**src/rtl/ptw_pkg.sv**
```systemverilog
`timescale 1ns/1ps
package ptw_pkg;

    typedef enum logic [1:0] {
        WALK_IDLE = 2'd0,
        WALK_DIR  = 2'd1,
        WALK_TBL  = 2'd2,
        WALK_RESP = 2'd3
    } walk_state_e;

    localparam int unsigned ENTRY_BYTES = 4;

endpackage

```
**src/rtl/ptw_entry_addr.sv**
```systemverilog
`timescale 1ns/1ps
// Forms the byte address of one table entry: base + index * entry size.
module ptw_entry_addr #(
    parameter int unsigned ADDR_W      = 32,
    parameter int unsigned IDX_W       = 10,
    parameter int unsigned ENTRY_BYTES = 4
) (
    input  logic [ADDR_W-1:0] base_i,
    input  logic [IDX_W-1:0]  idx_i,
    output logic [ADDR_W-1:0] addr_o
);
    localparam int unsigned SHIFT = $clog2(ENTRY_BYTES);

    logic [ADDR_W-1:0] scaled;

    always_comb begin
        scaled = ADDR_W'(idx_i) << SHIFT;
        addr_o = base_i + scaled;
    end
endmodule

```
**src/rtl/ptw_entry_decode.sv**
```systemverilog
`timescale 1ns/1ps
// Splits a table entry into its present flag and its frame/table number.
module ptw_entry_decode #(
    parameter int unsigned ENTRY_W     = 32,
    parameter int unsigned FRAME_W     = 20,
    parameter int unsigned PRESENT_BIT = 0
) (
    input  logic [ENTRY_W-1:0] entry_i,
    output logic               present_o,
    output logic [FRAME_W-1:0] frame_o
);
    always_comb begin
        present_o = entry_i[PRESENT_BIT];
        frame_o   = entry_i[ENTRY_W-1 -: FRAME_W];
    end
endmodule

```
**src/rtl/ptw_walker.sv**
```systemverilog
`timescale 1ns/1ps
module ptw_walker #(
    parameter int unsigned ADDR_W    = 32,
    parameter int unsigned DIR_IDX_W = 10,
    parameter int unsigned TBL_IDX_W = 10
) (
    input  logic              clk,
    input  logic              rst_n,
    input  logic              paging_en,
    input  logic [ADDR_W-1:0] dir_base,
    input  logic              req_valid,
    output logic              req_ready,
    input  logic [ADDR_W-1:0] req_vaddr,
    output logic              rsp_valid,
    output logic [ADDR_W-1:0] rsp_paddr,
    output logic              rsp_fault,
    output logic              mem_req,
    output logic [ADDR_W-1:0] mem_addr,
    input  logic              mem_rvalid,
    input  logic [ADDR_W-1:0] mem_rdata
);
    import ptw_pkg::*;

    localparam int unsigned OFF_W   = ADDR_W - DIR_IDX_W - TBL_IDX_W;
    localparam int unsigned FRAME_W = ADDR_W - OFF_W;
    localparam int unsigned DIR_LSB = OFF_W + TBL_IDX_W;
    localparam int unsigned SHIFT   = $clog2(ENTRY_BYTES);

    typedef struct packed {
        walk_state_e       state;
        logic [ADDR_W-1:0] vaddr;
        logic [ADDR_W-1:0] base;
        logic [ADDR_W-1:0] tbl_base;
        logic [ADDR_W-1:0] paddr;
        logic              fault;
    } walk_regs_t;

    walk_regs_t walk_d, walk_q;

    logic [DIR_IDX_W-1:0] dir_idx;
    logic [TBL_IDX_W-1:0] tbl_idx;
    logic [OFF_W-1:0]     page_off;
    logic [ADDR_W-1:0]    dir_entry_addr;
    logic [ADDR_W-1:0]    tbl_entry_addr;
    logic                 entry_present;
    logic [FRAME_W-1:0]   entry_frame;

    always_comb begin
        dir_idx  = walk_q.vaddr[ADDR_W-1 -: DIR_IDX_W];
        tbl_idx  = walk_q.vaddr[OFF_W +: TBL_IDX_W];
        page_off = walk_q.vaddr[OFF_W-1:0];
    end

    ptw_entry_addr #(
        .ADDR_W(ADDR_W), .IDX_W(DIR_IDX_W), .ENTRY_BYTES(ENTRY_BYTES)
    ) dir_addr_i (
        .base_i(walk_q.base), .idx_i(dir_idx), .addr_o(dir_entry_addr)
    );

    ptw_entry_addr #(
        .ADDR_W(ADDR_W), .IDX_W(TBL_IDX_W), .ENTRY_BYTES(ENTRY_BYTES)
    ) tbl_addr_i (
        .base_i(walk_q.tbl_base), .idx_i(tbl_idx), .addr_o(tbl_entry_addr)
    );

    ptw_entry_decode #(
        .ENTRY_W(ADDR_W), .FRAME_W(FRAME_W), .PRESENT_BIT(0)
    ) decode_i (
        .entry_i(mem_rdata), .present_o(entry_present), .frame_o(entry_frame)
    );

    // Next-state computation
    always_comb begin
        walk_d = walk_q;
        unique case (walk_q.state)
            WALK_IDLE: begin
                if (req_valid) begin
                    walk_d.vaddr = req_vaddr;
                    walk_d.base  = dir_base;
                    walk_d.fault = 1'b0;
                    if (paging_en) begin
                        walk_d.state = WALK_DIR;
                    end else begin
                        walk_d.paddr = req_vaddr;
                        walk_d.state = WALK_RESP;
                    end
                end
            end
            WALK_DIR: begin
                if (mem_rvalid) begin
                    if (entry_present) begin
                        walk_d.tbl_base = {entry_frame, {OFF_W{1'b0}}};
                        walk_d.state    = WALK_TBL;
                    end else begin
                        walk_d.fault = 1'b1;
                        walk_d.paddr = '0;
                        walk_d.state = WALK_RESP;
                    end
                end
            end
            WALK_TBL: begin
                if (mem_rvalid) begin
                    if (entry_present) begin
                        walk_d.paddr = {entry_frame, page_off};
                    end else begin
                        walk_d.fault = 1'b1;
                        walk_d.paddr = '0;
                    end
                    walk_d.state = WALK_RESP;
                end
            end
            WALK_RESP: begin
                walk_d.state = WALK_IDLE;
            end
            default: walk_d.state = WALK_IDLE;
        endcase
    end

    always_ff @(posedge clk or negedge rst_n) begin
        if (!rst_n) begin
            walk_q <= '{state: WALK_IDLE, default: '0};
        end else begin
            walk_q <= walk_d;
        end
    end

    always_comb begin
        req_ready = (walk_q.state == WALK_IDLE);
        mem_req   = (walk_q.state == WALK_DIR) || (walk_q.state == WALK_TBL);
        mem_addr  = (walk_q.state == WALK_TBL) ? tbl_entry_addr : dir_entry_addr;
        rsp_valid = (walk_q.state == WALK_RESP);
        rsp_paddr = walk_q.paddr;
        rsp_fault = walk_q.fault;
    end

    // Assertions
    p_bypass_next_r2: assert property (@(posedge clk) disable iff (!rst_n)
        (req_valid && req_ready && !paging_en) |=>
            (rsp_valid && !rsp_fault && !mem_req && rsp_paddr == $past(req_vaddr)))
        else $error("R2 bypass response wrong");

    p_dir_issue_r3: assert property (@(posedge clk) disable iff (!rst_n)
        (req_valid && req_ready && paging_en) |=>
            (mem_req && mem_addr == $past(dir_base) +
                (ADDR_W'($past(req_vaddr[ADDR_W-1:DIR_LSB])) << SHIFT)))
        else $error("R3 directory read address wrong");

    // every fault response carries a zero address
    p_fault_no_addr_r6: assert property (@(posedge clk) disable iff (!rst_n)
        (rsp_valid && rsp_fault) |-> (rsp_paddr == '0))
        else $error("R6/R7 fault with nonzero address");

    p_busy_not_ready_r8: assert property (@(posedge clk) disable iff (!rst_n)
        mem_req |-> !req_ready)
        else $error("R8 ready during read");

    p_hold_read_r9: assert property (@(posedge clk) disable iff (!rst_n)
        (mem_req && !mem_rvalid) |=> (mem_req && $stable(mem_addr)))
        else $error("R9 read dropped or address moved");

    p_rsp_pulse_r10: assert property (@(posedge clk) disable iff (!rst_n)
        rsp_valid |=> (!rsp_valid && req_ready))
        else $error("R10 response not a single pulse");

endmodule

```
**config.mk**
```make
export PLATFORM = sky130hd
export DESIGN_NAME = ptw_walker
export DESIGN_NICKNAME = d
export VERILOG_FILES = /design/src/rtl/ptw_pkg.sv /design/src/rtl/ptw_entry_addr.sv /design/src/rtl/ptw_entry_decode.sv /design/src/rtl/ptw_walker.sv
export SDC_FILE = /design/constraint.sdc
export NUM_CORES = 1
export LEC_CHECK = 0
export BUFFER_PORTS_ARGS = -buffer_cell sky130_fd_sc_hd__clkbuf_2
export CAP_MARGIN = 10
export CORE_MARGIN = 3
export CORE_UTILIZATION = 50
export CTS_CLUSTER_DIAMETER = 80
export DETAILED_ROUTE_END_ITERATION = 10
export PLACE_DENSITY = 0.75
export SYNTH_ARGS = -nofsm -noshare
export SYNTH_HDL_FRONTEND = slang
export SYNTH_SLANG_ARGS = --single-unit
```
**constraint.sdc**
```tcl
create_clock -name clk -period 4.9 [get_ports clk]
set_input_delay 0.245 -clock clk [delete_from_list [all_inputs] [get_ports clk]]
set_output_delay 0.245 -clock clk [all_outputs]
set_load 0.02 [all_outputs]
```
==> results.tsv, run 1 <==
stage	metric	value	unit
detailed_routing	drt drc	0	
timing	Max Slew Vio Count	0	
floorplan	die width	117	µm
logic_synthesis	post-synthesis average cell area	10.8	µm²
logic_synthesis	largest area contributor in the netlist	dfrtp_1	
logic_synthesis	FFs w/ async S/R, synth	100	%
final_layout	layout overhead on the synthesized area	21.7	%
setup_path	Crit path required time	4.66	ns
cts	clock tree sinks	119	
timing	clock skew	0.0146	ns
cts	total CTS buffers	17	
logic_synthesis	share of the yosys chip area belonging to registers	48.0	%
setup_path	CP startpoint kind	flop	
setup_path	critical path endpoint category	primary output	
setup_path	WP data arrival	3.22	ns
detailed_routing	post-DR vias/cell	5.55	
cts	depth of the CTS H-tree	4	
final_layout	ANT cells	0	
logic_synthesis	Post-synth EDFFs	0	
detailed_routing	Antenna Nets Post-Route	0	
floorplan	starting density of the core	51.4	%
timing	Slew Limit Headroom	23.3	%
cts	Post-CTS Resized	0	
placed_design	gpl congestion	0.868	
logic_synthesis	cell count after synthesis	574	
logic_synthesis	ys flop type	dfrtp_1	
timing	fmax	0.288	GHz
final_layout	multi-input logic area	0.00282	mm²
cts	worst-skew pair later-pin latency	0.42	ns
cts	clock slew at reported path FFs	0.05	ns
final_layout	Filler cells	1007	
cts	hold bufs inserted after CTS	0	
setup_path	CP max FO	56	
power_and_ir_drop	Leak	3.43	nW
logic_synthesis	Synth Register Bits	119	
timing	period utilization	70.8	%
detailed_routing	DR vias	4859	
detailed_routing	starting DRC count in detailed routing	300	
setup_path	FF-to-FF setup slack	1.46	ns
detailed_routing	Routed WL	16.0	mm
timing	Min Hold Slack	-0.00839	ns
global_route	total gr overflow	0	
floorplan	die height	117	µm
logic_synthesis	top post-synthesis cells by area	dfrtp_1 48%, mux2_2 16%, a22oi_1 4.0%	
global_route	vias in the first global route	4998	
setup_path	R2R depth	8	
timing	Setup Viol. Count Final	0	
final_layout	Nets	811	
cts	clk root buf	clkbuf_16	
global_route	first-pass GRT wire length	26.0	mm
final_layout	share of layout cells above drive strength 1	41.8	%
logic_synthesis	Mapped Nets	690	
placed_design	post-DP HPWL	11.5	mm
outcome	status	finished with violations	
logic_synthesis	Distinct cells, synth	55	
global_route	largest net degree at the start of global routing	81	
run	Max-Cap Viols	0	
global_route	GRT Total Usage	23.8	%
cts	Clock Path Buffers	2	
floorplan	Core Region	0.0121	mm²
final_layout	Reg area	0.00298	mm²
setup_path	WS Path Type	reg -> out	
detailed_routing	DR WL/cell	18.2	µm
timing	Final Hold Fails	5	
power_and_ir_drop	Tot Pwr	6.69	mW
outcome	failing checks	hold timing	
floorplan	row count	40	
cts	Post-CTS Setup Bufs	0	
hold_path	class of the worst hold path	in -> async	
detailed_routing	1st-pass router iterations	5	
logic_synthesis	Synth top area share	48.0	%
cts	TritonCTS clock tree	yes	
placed_design	port bufs	157	
timing	TNS Setup	0	ns
logic_synthesis	Netlist Area Pre-Place	0.00620	mm²
power_and_ir_drop	Max rail drop VDD	564	µV
timing	Tmin final	3.47	ns
logic_synthesis	Yosys warnings	0	
floorplan	die area	0.0138	mm²
timing	RSZ-0062 raised after global routing	false	
global_route	antenna violations before repair	0	
timing	Worst-Margin Slew	1.15	ns
floorplan	io pins	169	
power_and_ir_drop	PwrDens	886	mW/mm²
## where the power goes
group	switching, mW	internal, mW	total, mW
Combinational	2.10	1.37	3.48
Clock	0.448	0.903	1.35
Sequential	0.349	1.51	1.86
## synthesized netlist by cell type, types with 8 or more instances
cell type,instances
clkbuf_1,25
xnor2_1,8
a21oi_1,43
o21ai_0,18
buf_4,32
mux2_2,87
nand2_1,36
dfrtp_1,119
a22oi_1,33
ha_1,14
nand3_1,18
nor2_1,47
inv_1,10
## registers in the layout, indices dropped and copies added (netlist names)
signal	flops
dir_idx	10
tbl_idx	10
rsp_paddr	32
page_off	12
walk_q	54
rsp_fault	1
## routing by layer
| layer | wire (µm) | track usage, % | vias up |
|---|---|---|---|
| met3 | 871 | 6.41 | 14 |
| met1 | 7100 | 31.3 | 2404 |
| li1 | - | - | 2276 |
| met4 | 159 | 7.62 | 0 |
| met5 | 0 | 0 | - |
| met2 | 7820 | 38.8 | 165 |
## cells in the final DEF, fill, tap and decap left out, drive strengths merged, types with 3 or more instances in the layout
master / count
nor2: 47
buf: 7
clkinvlp: 6
nand2: 36
or4: 6
a31oi: 3
dfrtp: 119
o21ai: 20
a21oi: 44
nor3: 7
a22oi: 33
ha: 14
clkinv: 3
inv: 10
o211ai: 3
o21a: 3
o311ai: 4
xnor2: 8
nor2b: 3
a21o: 3
nand4: 3
o31ai: 3
nand3: 18
clkbuf: 177
bufinv: 4
mux2: 87
xor2: 5
## cells by family after synthesis
family / share of synthesized area [%]
xor gates and xnor gates: 1.84
muxes: 15.8
buffers and inverters: 6.80
and+or+nand+nor: 11.1
AOI/OAI and AO/OA: 13.2
DFF: 48.0
adders and majority gates: 3.15
## worst paths after layout
path	from	end
min	rst_n	walk_q[65]
max	walk_q[129]	mem_addr[30]
max reg2reg	walk_q[129]	rsp_paddr[29]
min reg2reg	page_off[1]	page_off[1]
max in group asynchronous	rst_n	rsp_paddr[29]
min in group clk	dir_base[30]	walk_q[95]
## layout make-up
type	count	share of cell area, %
clock buffers	21	6.37
clock inverters	11	2.25
inverters	12	0.597
multi-input cells	382	37.3
flip-flops and latches	119	39.5
well taps	168	2.79
repair buffers	163	11.2
## per-stage QoR
step / setup slack, ns / instances / util, % / instance area, µm²
final: 1.43 / 876 / 62.6 / 7550
after global routing: 1.16 / 876 / 62.6 / 7550
after CTS: 1.41 / 876 / 62.6 / 7550
after detailed placement: 1.45 / 844 / 57.2 / 6900
after global placement: 1.60 / 844 / 57.2 / 6900
after floorplan: 2.26 / 574 / - / 6200
## critical path: stages, from the launching register on
cell,delay (ns)
dfrtp_1,0.41
inv_1,0.13
ha_2,0.18
buf_4,0.45
clkinv_1,0.69
nand2b_1,0.37
nor3_1,0.07
a22oi_1,0.17
o31ai_1,0.12
clkbuf_2,0.19
(Power assumes the default switching activity.)
==> run 2, diff against run 1 <==
==> constraint.sdc (replaced) <==
create_clock -name clk -period 3.41 [get_ports clk]
set_input_delay 0.1705 -clock clk [delete_from_list [all_inputs] [get_ports clk]]
set_output_delay 0.1705 -clock clk [all_outputs]
set_load 0.02 [all_outputs]
==> run 2 against run 1 <==
  * The run now ends clean
  * Core utilization increased by 2.6 points
  * Power increased by 43%
  * Setup slack got worse by 1.2 ns
  * Via count increased by 6.8%
  * Register-to-register slack got worse by 0.57 ns
  * Die area unchanged
  * Non-clock buffer count increased by 39
  * Final area increased by 4.2%
  * Combinational power increased by 47%
  * Sequential power increased by 43%
  * Flip-flop and latch count unchanged
  * Critical path depth decreased by 2
  * Critical path type unchanged
  * Largest power group unchanged
==> results.tsv, run 2 (synthesized netlist as in run 1, its figures left out) <==
stage	metric	value	unit	change
outcome	status	complete, no violations		
cts	clock slew at reported path FFs	0.05	ns	about the same
final_layout	multi-input logic area	0.00282	mm²	unchanged
cts	Clock Path Buffers	2		unchanged
floorplan	die width	117	µm	unchanged
timing	Max Slew Vio Count	0		unchanged
global_route	largest net degree at the start of global routing	73		-9.9%
setup_path	Crit path required time	3.24	ns	-1.42 ns
placed_design	post-DP HPWL	11.8	mm	+2.3%
timing	Setup Viol. Count Final	0		unchanged
floorplan	Core Region	0.0121	mm²	unchanged
final_layout	share of layout cells above drive strength 1	39.9	%	-1.9 points
setup_path	WS Path Type	reg -> out		
floorplan	die height	117	µm	unchanged
detailed_routing	DR vias	5191		+6.8%
global_route	total gr overflow	0		unchanged
setup_path	R2R Path Start	walk_q[129]		
final_layout	Top reg by flops	walk_q		
setup_path	Crit path max-delay family	compound AO/OA/AOI/OAI gates		
setup_path	WP data arrival	3.03	ns	-0.19 ns
placed_design	Setup WS pre-CTS	0.627	ns	-0.821 ns
global_route	antenna violations before repair	0		unchanged
timing	Min Hold Slack	0.0117	ns	+0.0201 ns
final_layout	Filler cells	923		-8.3%
setup_path	Worst setup endpoint	mem_addr[13]		
setup_path	CP Buf/Inv Count	1		-3
detailed_routing	drt drc	0		unchanged
placed_design	port bufs	157		unchanged
timing	Tmin final	3.20	ns	
setup_path	Reg-to-Reg End	rsp_paddr[15]		
final_layout	max reg flops	54		unchanged
final_layout	Nets	850		+4.8%
timing	Final Hold Fails	0		-5
setup_path	FF-to-FF setup slack	0.89	ns	-0.57 ns
setup_path	CP max FO	5		-91%
global_route	first-pass GRT wire length	26.6	mm	+2.3%
timing	Setup WS post-layout	0.208	ns	-1.22 ns
timing	Worst-Margin Slew	1.05	ns	-0.0997 ns
detailed_routing	post-DR vias/cell	5.67		+2.3%
floorplan	die area	0.0138	mm²	unchanged
timing	fmax	0.312	GHz	
global_route	vias in the first global route	5020		+0.44%
power_and_ir_drop	Tot Pwr	9.55	mW	+43%
cts	clock tree sinks	119		unchanged
detailed_routing	DR WL/cell	18.2	µm	-0.25%
cts	total CTS buffers	17		unchanged
setup_path	WP depth	7		-2
timing	period utilization	93.9	%	
floorplan	starting density of the core	51.4	%	unchanged
detailed_routing	starting DRC count in detailed routing	296		-1.3%
final_layout	ANT cells	0		unchanged
hold_path	class of the worst hold path	in -> reg		
final_layout	commonest cells after routing, fill and taps aside	156 x clkbuf_2, 119 x dfrtp_1, 87 x mux2_2, 47 x nor2_1, 43 x a21oi_1		
detailed_routing	Antenna Nets Post-Route	0		unchanged
final_layout	commonest non-fill, non-tap cell in the layout	clkbuf_2		
timing	RSZ-0062 raised after global routing	false		
global_route	GRT Total Usage	24.4	%	+0.54 points
final_layout	layout overhead on the synthesized area	26.9	%	
setup_path	CP startpoint kind	flop		
cts	TritonCTS clock tree	yes		
cts	clk root buf	clkbuf_16		
placed_design	gpl congestion	0.864		-0.45%
run	Max-Cap Viols	0		unchanged
detailed_routing	Routed WL	16.6	mm	+4.2%
setup_path	worst setup path start	dir_idx[3]		
floorplan	io pins	169		unchanged
timing	TNS Setup	0	ns	unchanged
setup_path	R2R depth	9		+1
floorplan	row count	40		unchanged
setup_path	critical path, cell by cell	ha_1 -> nand2_1 -> or3b_4 -> a21oi_4 -> o21ai_0 -> o311ai_0 -> clkbuf_2		
detailed_routing	1st-pass router iterations	5		unchanged
power_and_ir_drop	Max rail drop VDD	874	µV	+55%
setup_path	max incr delay on CP	0.63	ns	-0.06 ns
final_layout	Reg area	0.00298	mm²	unchanged
power_and_ir_drop	PwrDens	1210	mW/mm²	+37%
cts	depth of the CTS H-tree	4		unchanged
timing	Slew Limit Headroom	30.0	%	+6.7 points
cts	worst-skew pair later-pin latency	0.41	ns	about the same
setup_path	critical path endpoint category	primary output		
power_and_ir_drop	Leak	3.57	nW	+4.2%
timing	clock skew	0.00699	ns	-0.00761 ns
setup_path	Critical-path top delay cell	o311ai_0		
run 2: changes by cell type in the layout (fill, tap and decap cells not counted), moves of 2 or more:
| cell | change |
|---|---|
| clkinv_2 | +2 |
| clkinvlp_4 | -3 |
| clkbuf_1 | +3 |
| clkinv_4 | +3 |
| buf_4 | +5 |
| dlygate4sd3_1 | +34 |
| clkbuf_8 | -4 |
run 2: where the power goes:
group | total, mW | internal, mW | switching, mW
sequential | 2.66 | 2.17 | 0.494
combinational | 5.10 | 2.02 | 3.08
clock | 1.78 | 1.15 | 0.638
run 2: final cells by class:
class,count,area share [%]
sequential,119,37.9
multi-input combinational,382,35.8
timing repair buffer,202,15.6
clock buffer,20,5.55
tap,168,2.67
clock inverter,12,1.96
inverter,12,0.573
run 2: worst reg2reg max path: cells and delay by family, from the launching register on:
family	cells	cell delay, ns
buffers and inverters	3	0.86
AND/OR/NAND/NOR	3	0.39
AO/OA/AOI/OAI	2	0.53
flip-flops	1	0.40
adder cells (fa/ha/maj)	1	0.19
run 2: routing by layer:
| metal | vias to the layer above | wire, µm | GRT usage [%] |
|---|---|---|---|
| met3 | 30 | 1010 | 5.45 |
| li1 | 2350 | - | - |
| met1 | 2598 | 7160 | 32.9 |
| met5 | - | 0 | 0 |
| met4 | 0 | 383 | 9.60 |
| met2 | 213 | 8070 | 38.5 |
run 2: how the worst min path moves through the flow:
| stage | start | to | slack (ns) | cells after the start |
|---|---|---|---|---|
| after detailed placement | rst_n | rsp_paddr[28] | 0.37 | 1 |
| after CTS | req_vaddr[1] | page_off[1] | 0.0002 | 2 |
| after global routing | req_vaddr[10] | page_off[10] | 0.005 | 2 |
| after floorplan | rst_n | dir_idx[0] | -0.13 | 0 |
| final | req_vaddr[1] | page_off[1] | 0.01 | 2 |
| after global placement | rst_n | rsp_paddr[28] | 0.35 | 1 |
run 2: what timing repair did:
action,CTS,global route
hold buffers,33,1
hold endpoints to repair,102,1
endpoints found under the setup margin,0,6
setup buffers,0,1
gates resized for setup,0,1
run 2: metrics by stage:
stage / std cells / area (µm²) / util (%)
global route: 915 / 7870 / 65.2
floorplan: 574 / 6200 / -
global placement: 848 / 6930 / 57.4
detailed placement: 848 / 6930 / 57.4
finish: 915 / 7870 / 65.2
CTS: 913 / 7850 / 65.1
